## src/rtl/can_spi_pkg.sv

```systemverilog
package can_spi_pkg;
  localparam int BYTE_W      = 8;
  localparam int FRAME_BYTES = 14;
  localparam int FRAME_BITS  = FRAME_BYTES * BYTE_W;
  localparam int WARN_LVL    = 96;
  localparam int PASSIVE_LVL = 128;

  localparam logic [7:0] OP_MRESET = 8'h56;
  localparam logic [7:0] OP_W_CTL0 = 8'h14;
  localparam logic [7:0] OP_W_CTL1 = 8'h16;
  localparam logic [7:0] OP_W_IEN  = 8'h1C;
  localparam logic [7:0] OP_W_TIM0 = 8'h18;
  localparam logic [7:0] OP_W_TIM1 = 8'h1A;
  localparam logic [7:0] OP_W_TXF  = 8'h12;
  localparam logic [7:0] OP_R_CTL0 = 8'hD2;
  localparam logic [7:0] OP_R_CTL1 = 8'hD4;
  localparam logic [7:0] OP_R_STAT = 8'hE2;
  localparam logic [7:0] OP_R_TIM0 = 8'hD6;
  localparam logic [7:0] OP_R_TIM1 = 8'hD8;
  localparam logic [7:0] OP_R_IFLG = 8'hDE;
  localparam logic [7:0] OP_R_ERR  = 8'hDC;
  localparam logic [7:0] OP_R_MSG  = 8'hDA;
  localparam logic [7:0] OP_R_REC  = 8'hEA;
  localparam logic [7:0] OP_R_TEC  = 8'hEC;
  localparam logic [7:0] OP_R_RXF  = 8'h48;

  localparam logic [7:0] CTL0_INIT = 8'h80;

  function automatic logic [7:0] status_byte(input logic tx_empty, input logic rx_empty,
                                             input logic boff, input logic [7:0] tcnt,
                                             input logic [7:0] rcnt);
    logic warn, pas;
    warn = (int'(tcnt) >= WARN_LVL) || (int'(rcnt) >= WARN_LVL);
    pas  = (int'(tcnt) >= PASSIVE_LVL) || (int'(rcnt) >= PASSIVE_LVL);
    return {tx_empty, 2'b00, warn, pas, boff, rx_empty, 1'b0};
  endfunction

  function automatic logic [4:0] tx_len_expect(input logic ext, input logic [3:0] dlc);
    logic [3:0] d;
    d = (dlc > 4'd8) ? 4'd8 : dlc;
    return (ext ? 5'd6 : 5'd4) + {1'b0, d};
  endfunction

  function automatic logic [7:0] frame_byte(input logic [FRAME_BITS-1:0] f, input logic [3:0] k);
    return f[FRAME_BITS-1-BYTE_W*int'(k) -: BYTE_W];
  endfunction
endpackage

```

## src/rtl/can_spi_link.sv

```systemverilog
module can_spi_link #(
  parameter int W     = 8,
  parameter int IDX_W = 5
) (
  input  logic             clk,
  input  logic             rst_n,
  input  logic             sclk,
  input  logic             cs_n,
  input  logic             mosi,
  output logic             miso,
  output logic             cs_stop,
  output logic             cs_clean,
  output logic             byte_done,
  output logic [W-1:0]     rx_byte,
  output logic [IDX_W-1:0] byte_idx,
  input  logic             load_en,
  input  logic [W-1:0]     load_byte
);
  localparam int BC_W = $clog2(W);
  localparam logic [IDX_W-1:0] IDX_MAX = '1;

  logic [2:0] sclk_p, cs_p;
  logic [1:0] mosi_p;
  logic cs_act, cs_act_d, rise, fall;
  logic [BC_W-1:0] bit_cnt;
  logic [W-1:0] rx_sh, tx_sh;
  logic miso_q;

  always_ff @(posedge clk or negedge rst_n) begin
    if (!rst_n) begin
      sclk_p <= '0;
      cs_p   <= '1;
      mosi_p <= '0;
    end else begin
      sclk_p <= {sclk_p[1:0], sclk};
      cs_p   <= {cs_p[1:0], cs_n};
      mosi_p <= {mosi_p[0], mosi};
    end
  end

  assign cs_act    = !cs_p[1];
  assign cs_act_d  = !cs_p[2];
  assign cs_stop   = cs_act_d && !cs_act;
  assign rise      = cs_act && sclk_p[1] && !sclk_p[2];
  assign fall      = cs_act && !sclk_p[1] && sclk_p[2];
  assign byte_done = rise && (bit_cnt == BC_W'(W-1));
  assign rx_byte   = {rx_sh[W-2:0], mosi_p[1]};
  assign cs_clean  = (bit_cnt == '0);
  assign miso      = miso_q;

  always_ff @(posedge clk or negedge rst_n) begin
    if (!rst_n) begin
      bit_cnt  <= '0;
      byte_idx <= '0;
      rx_sh    <= '0;
      tx_sh    <= '0;
      miso_q   <= 1'b0;
    end else if (!cs_act) begin
      bit_cnt  <= '0;
      byte_idx <= '0;
      rx_sh    <= '0;
      tx_sh    <= '0;
      miso_q   <= 1'b0;
    end else begin
      if (rise) begin
        rx_sh   <= rx_byte;
        bit_cnt <= bit_cnt + 1'b1;
      end
      if (byte_done && byte_idx != IDX_MAX) byte_idx <= byte_idx + 1'b1;
      if (load_en) begin
        tx_sh <= load_byte;
      end else if (fall) begin
        miso_q <= tx_sh[W-1];
        tx_sh  <= {tx_sh[W-2:0], 1'b0};
      end
    end
  end


  idle_miso_chk: assert property (@(posedge clk) disable iff (!rst_n)
    (!cs_act && !cs_act_d) |-> !miso);

  load_in_window_chk: assert property (@(posedge clk) disable iff (!rst_n)
    load_en |-> cs_act);
endmodule

```

## src/rtl/can_rx_store.sv

```systemverilog
module can_rx_store #(
  parameter int DEPTH   = 4,
  parameter int FRAME_W = 112
) (
  input  logic               clk,
  input  logic               rst_n,
  input  logic               push,
  input  logic [FRAME_W-1:0] din,
  input  logic               pop,
  input  logic               flush,
  output logic [FRAME_W-1:0] head,
  output logic               empty,
  output logic               full
);
  localparam int AW = (DEPTH > 1) ? $clog2(DEPTH) : 1;
  localparam int CW = $clog2(DEPTH + 1);

  logic [FRAME_W-1:0] mem [DEPTH];
  logic [AW-1:0] wr_ptr, rd_ptr;
  logic [CW-1:0] count;
  logic do_push, do_pop;

  function automatic logic [AW-1:0] ptr_next(input logic [AW-1:0] p);
    return (p == AW'(DEPTH-1)) ? '0 : p + 1'b1;
  endfunction

  assign empty   = (count == '0);
  assign full    = (count == CW'(DEPTH));
  assign do_push = push && !full;
  assign do_pop  = pop && !empty;
  assign head    = mem[rd_ptr];

  always_ff @(posedge clk) begin
    if (do_push) mem[wr_ptr] <= din;
  end

  always_ff @(posedge clk or negedge rst_n) begin
    if (!rst_n) begin
      wr_ptr <= '0;
      rd_ptr <= '0;
      count  <= '0;
    end else if (flush) begin
      wr_ptr <= '0;
      rd_ptr <= '0;
      count  <= '0;
    end else begin
      if (do_push) wr_ptr <= ptr_next(wr_ptr);
      if (do_pop)  rd_ptr <= ptr_next(rd_ptr);
      count <= count + CW'(do_push) - CW'(do_pop);
    end
  end


  pop_nonempty_chk: assert property (@(posedge clk) disable iff (!rst_n)
    pop |-> !empty);
endmodule

```

## src/rtl/can_spi_regs.sv

```systemverilog
module can_spi_regs
  import can_spi_pkg::*;
#(
  parameter int IDX_W = 5
) (
  input  logic                  clk,
  input  logic                  rst_n,
  input  logic                  core_ready,
  input  logic                  byte_done,
  input  logic [7:0]            rx_byte,
  input  logic [IDX_W-1:0]      byte_idx,
  input  logic                  cs_stop,
  input  logic                  cs_clean,
  output logic                  load_en,
  output logic [7:0]            load_byte,
  output logic [7:0]            cfg_ctrl0,
  output logic [7:0]            cfg_ctrl1,
  output logic [7:0]            cfg_inte,
  output logic [7:0]            cfg_btr0,
  output logic [7:0]            cfg_btr1,
  output logic                  irq,
  output logic                  txf_valid,
  output logic [7:0]            txf_data,
  output logic                  txf_end,
  output logic                  txf_len_ok,
  input  logic                  tx_sent,
  input  logic [7:0]            ev_flags,
  input  logic [7:0]            ev_err,
  input  logic                  bus_off,
  input  logic [7:0]            tec,
  input  logic [7:0]            rec,
  input  logic [7:0]            msg_stat,
  input  logic [FRAME_BITS-1:0] rx_head,
  input  logic                  rx_empty,
  output logic                  rx_pop,
  output logic                  mreset_ev
);
  localparam logic [IDX_W-1:0] IDX_LAST = IDX_W'(FRAME_BYTES);

  logic [7:0] op_q, op_now, rd_snap, read_val;
  logic [7:0] intf_q, err_q, intf_clr, err_clr;
  logic rd_ok, tx_empty_q;
  logic is_first, at_second, err_rd_ev, intf_rd_ev;
  logic [4:0] txf_cnt;
  logic txf_ext;
  logic [3:0] txf_dlc;
  logic [IDX_W-1:0] pay_idx;

  assign op_now     = (byte_idx == '0) ? (core_ready ? rx_byte : 8'h00) : op_q;
  assign is_first   = byte_done && (byte_idx == '0);
  assign at_second  = byte_done && (byte_idx == IDX_W'(1));
  assign mreset_ev  = is_first && (op_now == OP_MRESET);
  assign err_rd_ev  = at_second && (op_q == OP_R_ERR);
  assign intf_rd_ev = at_second && (op_q == OP_R_IFLG);
  assign err_clr    = err_rd_ev  ? rd_snap : 8'h00;
  assign intf_clr   = intf_rd_ev ? rd_snap : 8'h00;
  assign pay_idx    = byte_idx - IDX_W'(1);
  assign irq        = |(intf_q & cfg_inte);

  always_comb begin
    case (op_now)
      OP_R_CTL0: read_val = cfg_ctrl0;
      OP_R_CTL1: read_val = cfg_ctrl1;
      OP_R_TIM0: read_val = cfg_btr0;
      OP_R_TIM1: read_val = cfg_btr1;
      OP_R_STAT: read_val = status_byte(tx_empty_q, rx_empty, bus_off, tec, rec);
      OP_R_IFLG: read_val = intf_q;
      OP_R_ERR:  read_val = err_q;
      OP_R_MSG:  read_val = msg_stat;
      OP_R_REC:  read_val = rec;
      OP_R_TEC:  read_val = tec;
      OP_R_RXF:  read_val = rx_empty ? 8'h00 : frame_byte(rx_head, 4'd0);
      default:   read_val = 8'h00;
    endcase
  end

  assign load_en = byte_done;
  always_comb begin
    if (byte_idx == '0)
      load_byte = read_val;
    else if (op_q == OP_R_RXF && rd_ok && byte_idx < IDX_LAST)
      load_byte = frame_byte(rx_head, 4'(byte_idx));
    else
      load_byte = 8'h00;
  end

  assign rx_pop     = byte_done && (op_q == OP_R_RXF) && rd_ok && (byte_idx == IDX_LAST);
  assign txf_valid  = byte_done && (op_q == OP_W_TXF) && (byte_idx != '0);
  assign txf_data   = rx_byte;
  assign txf_end    = cs_stop && cs_clean && (op_q == OP_W_TXF) && (txf_cnt != '0);
  assign txf_len_ok = (txf_cnt == tx_len_expect(txf_ext, txf_dlc));

  always_ff @(posedge clk or negedge rst_n) begin
    if (!rst_n) begin
      op_q    <= 8'h00;
      rd_snap <= 8'h00;
      rd_ok   <= 1'b0;
      txf_cnt <= '0;
      txf_ext <= 1'b0;
      txf_dlc <= '0;
    end else if (cs_stop) begin
      op_q    <= 8'h00;
      rd_ok   <= 1'b0;
      txf_cnt <= '0;
      txf_ext <= 1'b0;
      txf_dlc <= '0;
    end else begin
      if (is_first) begin
        op_q    <= op_now;
        rd_snap <= read_val;
        rd_ok   <= (op_now == OP_R_RXF) && !rx_empty;
      end
      if (txf_valid) begin
        if (txf_cnt != 5'h1F) txf_cnt <= txf_cnt + 1'b1;
        if (pay_idx == IDX_W'(2)) txf_ext <= rx_byte[3];
        if ((!txf_ext && pay_idx == IDX_W'(3)) || (txf_ext && pay_idx == IDX_W'(5)))
          txf_dlc <= rx_byte[3:0];
      end
    end
  end

  always_ff @(posedge clk or negedge rst_n) begin
    if (!rst_n) begin
      cfg_ctrl0  <= CTL0_INIT;
      cfg_ctrl1  <= 8'h00;
      cfg_inte   <= 8'h00;
      cfg_btr0   <= 8'h00;
      cfg_btr1   <= 8'h00;
      intf_q     <= 8'h00;
      err_q      <= 8'h00;
      tx_empty_q <= 1'b1;
    end else begin
      if (mreset_ev) begin
        cfg_ctrl0 <= CTL0_INIT;
        cfg_ctrl1 <= 8'h00;
        cfg_inte  <= 8'h00;
        cfg_btr0  <= 8'h00;
        cfg_btr1  <= 8'h00;
      end else if (at_second) begin
        case (op_q)
          OP_W_CTL0: cfg_ctrl0 <= rx_byte;
          OP_W_CTL1: cfg_ctrl1 <= rx_byte;
          OP_W_IEN:  cfg_inte  <= rx_byte;
          OP_W_TIM0: cfg_btr0  <= rx_byte;
          OP_W_TIM1: cfg_btr1  <= rx_byte;
          default: ;
        endcase
      end
      intf_q <= mreset_ev ? ev_flags : ((intf_q & ~intf_clr) | ev_flags);
      err_q  <= (err_q & ~err_clr) | ev_err;
      if (mreset_ev || tx_sent) tx_empty_q <= 1'b1;
      else if (txf_end)         tx_empty_q <= 1'b0;
    end
  end


  mode_init_chk: assert property (@(posedge clk) disable iff (!rst_n)
    mreset_ev |=> (cfg_ctrl0 == CTL0_INIT && cfg_inte == 8'h00));

  err_keep_chk: assert property (@(posedge clk) disable iff (!rst_n)
    (mreset_ev && ev_err == 8'h00 && !err_rd_ev) |=> (err_q == $past(err_q)));

  err_clear_chk: assert property (@(posedge clk) disable iff (!rst_n)
    (err_rd_ev && ev_err == 8'h00) |=> ((err_q & $past(rd_snap)) == 8'h00));

  intf_clear_chk: assert property (@(posedge clk) disable iff (!rst_n)
    (intf_rd_ev && ev_flags == 8'h00) |=> ((intf_q & $past(rd_snap)) == 8'h00));

  tx_busy_chk: assert property (@(posedge clk) disable iff (!rst_n)
    (txf_end && !tx_sent && !mreset_ev) |=> !tx_empty_q);

  no_half_byte_chk: assert property (@(posedge clk) disable iff (!rst_n)
    txf_end |-> !byte_done);
endmodule

```

## src/rtl/can_spi_frontend.sv

```systemverilog
module can_spi_frontend
  import can_spi_pkg::*;
#(
  parameter int RX_DEPTH = 4,
  parameter int IDX_W    = 5
) (
  input  logic                  clk,
  input  logic                  rst_n,
  input  logic                  core_ready,
  input  logic                  spi_sclk,
  input  logic                  spi_cs_n,
  input  logic                  spi_mosi,
  output logic                  spi_miso,
  output logic [7:0]            cfg_ctrl0,
  output logic [7:0]            cfg_ctrl1,
  output logic [7:0]            cfg_inte,
  output logic [7:0]            cfg_btr0,
  output logic [7:0]            cfg_btr1,
  output logic                  cfg_tx_en,
  output logic                  irq,
  output logic                  txf_valid,
  output logic [7:0]            txf_data,
  output logic                  txf_end,
  output logic                  txf_len_ok,
  input  logic                  tx_sent,
  input  logic [7:0]            ev_flags,
  input  logic [7:0]            ev_err,
  input  logic                  bus_off,
  input  logic [7:0]            tec,
  input  logic [7:0]            rec,
  input  logic [7:0]            msg_stat,
  input  logic                  rx_push,
  input  logic [FRAME_BITS-1:0] rx_frame,
  output logic                  rx_full
);
  logic cs_stop, cs_clean, byte_done, load_en, rx_pop, rx_empty, mreset_ev;
  logic [7:0] rx_byte, load_byte;
  logic [IDX_W-1:0] byte_idx;
  logic [FRAME_BITS-1:0] rx_head;

  assign cfg_tx_en = cfg_ctrl1[7];

  can_spi_link #(.W(BYTE_W), .IDX_W(IDX_W)) u_link (
    .clk(clk), .rst_n(rst_n), .sclk(spi_sclk), .cs_n(spi_cs_n), .mosi(spi_mosi),
    .miso(spi_miso), .cs_stop(cs_stop), .cs_clean(cs_clean), .byte_done(byte_done),
    .rx_byte(rx_byte), .byte_idx(byte_idx), .load_en(load_en), .load_byte(load_byte)
  );

  can_spi_regs #(.IDX_W(IDX_W)) u_regs (
    .clk(clk), .rst_n(rst_n), .core_ready(core_ready), .byte_done(byte_done),
    .rx_byte(rx_byte), .byte_idx(byte_idx), .cs_stop(cs_stop), .cs_clean(cs_clean),
    .load_en(load_en), .load_byte(load_byte), .cfg_ctrl0(cfg_ctrl0), .cfg_ctrl1(cfg_ctrl1),
    .cfg_inte(cfg_inte), .cfg_btr0(cfg_btr0), .cfg_btr1(cfg_btr1), .irq(irq),
    .txf_valid(txf_valid), .txf_data(txf_data), .txf_end(txf_end), .txf_len_ok(txf_len_ok),
    .tx_sent(tx_sent), .ev_flags(ev_flags), .ev_err(ev_err), .bus_off(bus_off),
    .tec(tec), .rec(rec), .msg_stat(msg_stat), .rx_head(rx_head), .rx_empty(rx_empty),
    .rx_pop(rx_pop), .mreset_ev(mreset_ev)
  );

  can_rx_store #(.DEPTH(RX_DEPTH), .FRAME_W(FRAME_BITS)) u_store (
    .clk(clk), .rst_n(rst_n), .push(rx_push), .din(rx_frame), .pop(rx_pop),
    .flush(mreset_ev), .head(rx_head), .empty(rx_empty), .full(rx_full)
  );
endmodule

```

## config.mk

```make
export PLATFORM = sky130hd
export DESIGN_NAME = can_spi_frontend
export DESIGN_NICKNAME = d
export VERILOG_FILES = /design/src/rtl/can_spi_pkg.sv /design/src/rtl/can_spi_link.sv /design/src/rtl/can_rx_store.sv /design/src/rtl/can_spi_regs.sv /design/src/rtl/can_spi_frontend.sv
export SDC_FILE = /design/constraint.sdc
export NUM_CORES = 1
export LEC_CHECK = 0
export CAP_MARGIN = 10
export CORE_UTILIZATION = 55
export DETAILED_ROUTE_END_ITERATION = 10
export PLACE_DENSITY = 0.88
export SYNTH_ARGS = -nofsm -noshare
export SYNTH_HDL_FRONTEND = slang
export SYNTH_SLANG_ARGS = --single-unit
```

## constraint.sdc

```tcl
create_clock -name clk -period 4.94 [get_ports clk]
set_clock_uncertainty 0.2 [all_clocks]
set_input_delay 0.494 -clock clk [delete_from_list [all_inputs] [get_ports clk]]
set_output_delay 0.494 -clock clk [all_outputs]
set_load 0.03 [all_outputs]
```

==> metrics, run 1 <==
status=finished, final reports clean; cell area power density=409 mW/mm^2; Startpoint Class=flop; CTS Root Cell=clkbuf_16; fillcell total=2,846; setup bufs post-CTS=0; Initial DRT Pass Iterations=7; leakage=0.0100 uW; area grow syn2layout=18.9%; min Tclk post-route=4070 ps; vias per inst=6.32; combinational family with the most area after synthesis=multiplexers; die area=0.0444 mm^2; CTS Buf Count=56; number of synthesized flops with an enable pin=448; WL/cell=27.4 um; Final Power=11,700 uW; Synth Area in Adders=0.0139; I/O pin total=216; post-DP HPWL=41,400 um; synthesized area=0.0240 mm^2; Slew Limit Fails=0; FFs w/ async S/R, synth=0.215; DR iter-0 viols=2,053; initial antenna violation count=5; sequential area share after synthesis=0.690; clock sink count=571; Setup CP Type=reg -> out; simple-gate area share of the yosys netlist=0.0778; Crit. End Element=primary output; slowest cell delay on critical path=780 ps; Worst Tran Pin Value=1170 ps; Min Hold Slack=128 ps; Compound-Gate Fraction of Synth Area=0.0626; Synth Flop Type=edfxtp_1; Tot GR Track Use=0.289; vias=14,800; Row Count=76; Final nets=1,892; # setup viols final=0; CTS tree=built; fmax=246 MHz; endpoints failing hold=0; final critical-path share of the clock period=0.824; Synth cell types=83; die height=211 um; port bufs=215; Reg power frac=0.538; RePlAce Congestion=0.976; vias in the first global route=14,700; Residual DRC=0; max-cap viol count=0; worst path bufs/invs=1; Hold WC Path Type=in -> reg; Fin Setup TNS=0 ps; Avg Cell Area, Syn=16.1 um^2; Antenna Violating Nets Remaining=0; Critical Path RT=4250 ps; Critical Path AT=3380 ps; leading area contributor after synthesis=edfxtp_1; switching share of total power=0.238; Peak VDD IR=0.000364 V; H-tree depth=2; clk buf depth=3; layout cells sized above 1=0.149; Yosys top cell area share=0.561; Skew-Pair Late Insertion Delay=610 ps; Multi-input gate area=0.00693 mm^2; RSZ-0062 raised after global routing=no; storage element area=0.0165 mm^2; peak fanout along the critical path=6; Int Pwr=8890 uW; Non-Filler Cell Area, Final=0.0285 mm^2; Clock Power Share=0.356; number of synthesis warnings=0; Cells after Synth=1,490; Slowest-stage cell, CP=clkdlybuf4s50_1; top cell family by delay on the critical path=simple AND/OR/NAND/NOR gates; placed cell areas=0.0267 mm^2; Syn Nets=1,677; Die W=211 um; Core Region=0.0430 mm^2; largest net degree at the start of global routing=95; switching power=2770 uW; Yosys reg bits=571; post-CTS sizing=0; first-pass GRT wire length=93,500 um; Comb power frac=0.106; Area contributors post-synth=edfxtp_1 56%, dfrtp_1 12%, mux4_2 10%, nand2_1 3.0%, mux2i_1 2.5%; mux contribution to synthesized area=0.128; Overflow after GRT=0; Initial Util=0.558; CP cell instances=or4b_1 > or4_1 > a311oi_1 > clkdlybuf4s50_1; xor/xnor share of the synthesized area=0.00548; DRT Wirelength=64,000 um; Clk pin slew, worst setup/hold paths=60 ps; Rel. slew slack=0.220
## cell usage after synthesis (all sizes together) (8+ instances only)
| master | n |
|---|---|
| edfxtp | 448 |
| nand2 | 190 |
| dfrtp | 118 |
| mux4 | 109 |
| nor2 | 81 |
| mux2i | 60 |
| o21ai | 46 |
| buf | 45 |
| clkbuf | 36 |
| a21oi | 29 |
| nand3 | 29 |
| ha | 25 |
| a22oi | 20 |
| inv | 20 |
| a31oi | 17 |
| a32oi | 13 |
| o22ai | 12 |
| a31o | 10 |
| or3 | 10 |
| a21o | 9 |
| a222oi | 8 |
| and2 | 8 |
| xor2 | 8 |
## worst paths after layout
| check | start | to | slack (ps) | cells after the start |
|---|---|---|---|---|
| worst min register to register | u_link.mosi_p[0]$_DFF_PN0_ | u_link.mosi_p[1]$_DFF_PN0_ | 160 | 0 |
| worst max register to register | u_link.byte_idx[1]$_DFFE_PN0P_ | u_regs.rd_snap[3]$_DFFE_PN0P_ | 1170 | 10 |
| worst max-delay path | u_regs.op_q[5]$_DFFE_PN0P_ | txf_end | 870 | 4 |
| worst min-delay path | spi_cs_n | u_link.cs_p[0]$_DFF_PN1_ | 130 | 1 |
| min in group asynchronous | rst_n | u_regs.txf_dlc[2]$_DFFE_PN0P_ | 290 | 2 |
| max in group asynchronous | rst_n | u_link.tx_sh[4]$_DFFE_PN0P_ | 3410 | 3 |
## power by group through the flow
stage                     clock [uW]  sequential, uW  combinational, uW
after floorplan                    0            6330                670
after global placement             0            6260               1210
after detailed placement           0            6340               1230
after global routing            4380            6320               1320
after CTS                       4200            6270               1250
final                           4150            6270               1240
## cell type report
class                           instances  area share
Sequential cell                       571       0.580
Tap cell                              585      0.0257
Clock buffer                           73      0.0532
Antenna cell                            5    0.000439
Multi-Input combinational cell        816       0.243
Timing Repair Buffer                  239      0.0853
Inverter                               21     0.00277
Clock inverter                         29     0.00922
## flip-flops by register name, indices dropped and copies added (netlist names), 3 cells and up
name and cells:
u_link.cs_p 3, u_regs.cfg_btr0 8, u_link.byte_idx 5, u_regs.intf_q 8
u_regs.rd_snap 8, u_regs.op_q 8, u_regs.txf_cnt 5, u_store.count 3
u_regs.txf_dlc 4, u_link.tx_sh 8, u_regs.cfg_ctrl0 8, u_regs.cfg_inte 8
u_regs.err_q 8, u_link.sclk_p 3, u_regs.cfg_btr1 8, u_regs.cfg_ctrl1 8
u_link.rx_sh 7, u_store.mem 448, u_link.bit_cnt 3
## layout by cell type (no fill, tap or decap), types with 8 or more instances in the layout
cell type	count
clkinv_1	8
a31o_2	9
ha_1	25
edfxtp_1	448
nor2_1	80
clkdlybuf4s50_1	214
inv_1	20
a222oi_1	8
mux4_2	109
or3_1	8
clkinv_2	12
o21ai_0	46
clkbuf_1	12
buf_4	16
a31oi_1	17
nand3_1	29
a21oi_1	28
mux2i_1	60
o22ai_1	12
a21o_1	9
buf_12	8
xor2_1	8
nand2_1	190
a22oi_1	20
dfrtp_1	115
clkbuf_16	56
a32oi_1	13
## metrics by stage
step / cells / utilization / setup WS, ps
5_1_grt: 2336 / 0.663 / 684
3_3_place_gp: 2231 / 0.621 / 1170
2_1_floorplan: 1490 / - / 641
3_5_place_dp: 2231 / 0.621 / 1110
6_report: 2339 / 0.663 / 867
4_1_cts: 2334 / 0.663 / 812
## timing repair
item	4_1_cts	5_1_grt
hold buffers	1	0
setup endpoints to repair	0	0
hold endpoints to repair	46	0
## logic make-up (layout without fill, tap and decap cells)
group / count (synthesis) / count (layout)
other: 0 / 5
AO/OA/AOI/OAI: 211 / 211
XOR/XNOR: 15 / 15
buffers and inverters: 103 / 362
AND/OR/NAND/NOR: 393 / 393
flip-flops: 571 / 571
multiplexers: 171 / 171
adder cells (fa/ha/maj): 26 / 26
## worst reg2reg max path: stages (launching register included)
cell	delay, ps
dfrtp_1	380
clkinv_1	160
ha_1	200
nor4b_4	770
buf_4	340
or4b_2	180
o41ai_4	150
a222oi_1	410
nand2_1	110
o31ai_1	590
nand2_1	130
## per-layer routing
metal,track usage,routed length [um],vias to the layer above
met3,0.0602,5910,144
met5,0,12,-
li1,-,-,6269
met2,0.465,30900,876
met4,0.111,2360,2
met1,0.392,24900,7483
No activity file was read; power rests on OpenSTA's default activity.
==> run 2, diff against run 1 <==
==> constraint.sdc (replaced) <==
create_clock -name clk -period 4.24 [get_ports clk]
set_clock_uncertainty 0.2 [all_clocks]
set_input_delay 0.424 -clock clk [delete_from_list [all_inputs] [get_ports clk]]
set_output_delay 0.424 -clock clk [all_outputs]
set_load 0.03 [all_outputs]
==> metrics, run 2 (synthesized netlist as in run 1, its figures left out) <==
Initial DRT Pass Iterations=7 (unchanged); Setup CP Type=reg -> out (unchanged); die area=0.0444 mm^2 (unchanged); I/O pin total=216 (unchanged); DR iter-0 viols=2,046 (was 2,053); DRT Wirelength=66,300 um (was 64,000 um); Clock Power Share=0.365 (was 0.356); Rel. slew slack=0.238 (was 0.220); setup bufs post-CTS=0 (unchanged); commonest non-fill, non-tap cell in the layout=edfxtp_1 (unchanged); vias in the first global route=15,200 (was 14,700); cell area power density=485 mW/mm^2 (was 409 mW/mm^2); slowest cell delay on critical path=780 ps (about the same); Peak VDD IR=0.000471 V (was 0.000364 V); Core Region=0.0430 mm^2 (unchanged); CTS Root Cell=clkbuf_16 (unchanged); post-CTS sizing=0 (unchanged); port bufs=215 (unchanged); final critical-path share of the clock period=0.926; switching share of total power=0.241 (was 0.238); worst setup path endpoint=txf_end (unchanged); first-pass GRT wire length=97,900 um (was 93,500 um); largest net degree at the start of global routing=76 (was 95); H-tree depth=2 (unchanged); capturing point of the worst reg2reg path=u_link.tx_sh[4]$_DFFE_PN0P_ (was u_regs.rd_snap[3]$_DFFE_PN0P_); Final nets=1,909 (was 1,892); placed cell areas=0.0269 mm^2 (was 0.0267 mm^2); RSZ-0062 raised after global routing=no (unchanged); Worst Tran Pin Value=1140 ps (was 1170 ps); initial antenna violation count=1 (was 5); Tot GR Track Use=0.302 (was 0.289); RePlAce Congestion=0.970 (was 0.976); Row Count=76 (unchanged); Critical Path AT=3300 ps (was 3380 ps); worst setup path start=u_regs.op_q[5]$_DFFE_PN0P_ (unchanged); Clk pin slew, worst setup/hold paths=60 ps (about the same); Comb power frac=0.109 (was 0.106); max-cap viol count=0 (unchanged); CTS tree=built (unchanged); peak fanout along the critical path=6 (unchanged); CP cell instances=or4b_1 > or4_1 > a311oi_1 > clkdlybuf4s50_1 (unchanged); Fin Setup TNS=0 ps (unchanged); switching power=3350 uW (was 2770 uW); vias=15,200 (was 14,800); Startpoint Class=flop (unchanged); Initial Util=0.558 (unchanged); CTS Buf Count=56 (unchanged); Skew-Pair Late Insertion Delay=610 ps (about the same); fmax=255 MHz; vias per inst=6.47 (was 6.32); leakage=0.0101 uW (was 0.0100 uW); min Tclk post-route=3930 ps; Crit. End Element=primary output (unchanged); Int Pwr=10,600 uW (was 8890 uW); Die W=211 um (unchanged); max FFs per register=448 (unchanged); Non-Filler Cell Area, Final=0.0288 mm^2 (was 0.0285 mm^2); top cell family by delay on the critical path=simple AND/OR/NAND/NOR gates (unchanged); Hold WC Path Type=in -> reg (unchanged); Crit path depth=4 (unchanged); clk buf depth=3 (unchanged); largest register by flop count=u_store.mem (unchanged); die height=211 um (unchanged); post-DP HPWL=41,600 um (was 41,400 um); length in cells of the worst reg-to-reg path=9 (was 10); WL/cell=28.2 um (was 27.4 um); clock sink count=571 (unchanged); Slowest-stage cell, CP=clkdlybuf4s50_1 (unchanged); status=finished, final reports clean (unchanged); worst path bufs/invs=1 (unchanged); Hold Startpoint=spi_cs_n (unchanged); R2R setup slack=770 ps (was 1170 ps); # setup viols final=0 (unchanged); endpoints failing hold=0 (unchanged); area grow syn2layout=20.0% (was 18.9%); Reg power frac=0.526 (was 0.538); reg2reg start=u_link.byte_idx[2]$_DFFE_PN0P_ (was u_link.byte_idx[1]$_DFFE_PN0P_); Critical Path RT=3620 ps (was 4250 ps); Slew Limit Fails=0 (unchanged); Antenna Violating Nets Remaining=0 (unchanged); Overflow after GRT=0 (unchanged); most frequent cells in the layout=448 x edfxtp_1, 213 x clkdlybuf4s50_1, 190 x nand2_1 (was 448 x edfxtp_1, 214 x clkdlybuf4s50_1, 190 x nand2_1); layout cells sized above 1=0.156 (was 0.149); Residual DRC=0 (unchanged)
==> run 2: cell types whose count changed in the layout (fill, tap and decap cells not counted), sizes merged, moves of 2 or more <==
cell and delta:
inv +2, clkinv +2, diode -4, buf +18, clkbuf -8, bufinv +4
==> run 2: metal layers <==
metal,wire (um),vias to the layer above,track usage,share of wire
li1,-,6299,-,-
met1,25400,7731,0.402,0.38
met2,32600,1001,0.500,0.49
met3,5690,173,0.0514,0.086
met4,2620,0,0.118,0.040
met5,0,-,0,0
==> run 2: layout make-up <==
type                            count  area, um^2
Timing Repair Buffer              256        2610
Inverter                           21        78.8
Clock inverter                     36         410
Antenna cell                        1        2.50
Tap cell                          585         732
Sequential cell                   571       16500
Clock buffer                       65        1460
Multi-Input combinational cell    816        6930
Fill cell                        2769       14200
==> run 2: what timing repair did <==
action / in CTS / in global routing
hold buffers: 1 / 0
setup endpoints to repair: 0 / 0
hold endpoints to repair: 44 / 0
==> run 2: power by group through the flow <==
stage	clock network, uW	logic [uW]	registers [uW]
6_report	5090	1520	7330
5_1_grt	5340	1590	7370
4_1_cts	5130	1520	7330
3_5_place_dp	0	1480	7380
3_3_place_gp	0	1460	7290
2_1_floorplan	0	784	7320
==> run 2: worst reg2reg max path, cell delays in order, from the launching register on <==
cell and delay [ps]:
dfrtp_1 650, inv_1 190, ha_1 330, inv_1 230, nor2_1 580, nand2_1 270, o221ai_1 320, o22ai_1 170
a31oi_1 290, a211oi_2 100
==> run 2: how the worst min path moves through the flow <==
stage                                         end  slack [ps]  depth (start not counted)
finish                   u_link.cs_p[0]$_DFF_PN1_          40                          1
global route             u_link.cs_p[0]$_DFF_PN1_          20                          1
CTS                      u_link.cs_p[0]$_DFF_PN1_          20                          1
detailed placement     u_link.mosi_p[1]$_DFF_PN0_         150                          0
global placement       u_link.sclk_p[1]$_DFF_PN0_         140                          0
floorplan           u_link.bit_cnt[0]$_DFFE_PN0P_         -70                          0
==> run 2: stage by stage <==
step / setup slack (ps) / utilization / total power (uW) / std cells / hold WS (ps)
3_5_place_dp: 612 / 0.625 / 8860 / 2248 / 149
6_report: 313 / 0.669 / 13900 / 2351 / 43.1
2_1_floorplan: 817 / - / 8100 / 1490 / -71.6
3_3_place_gp: 677 / 0.625 / 8750 / 2248 / 141
4_1_cts: 269 / 0.669 / 14000 / 2350 / 18.2
5_1_grt: 135 / 0.669 / 14300 / 2350 / 21.4
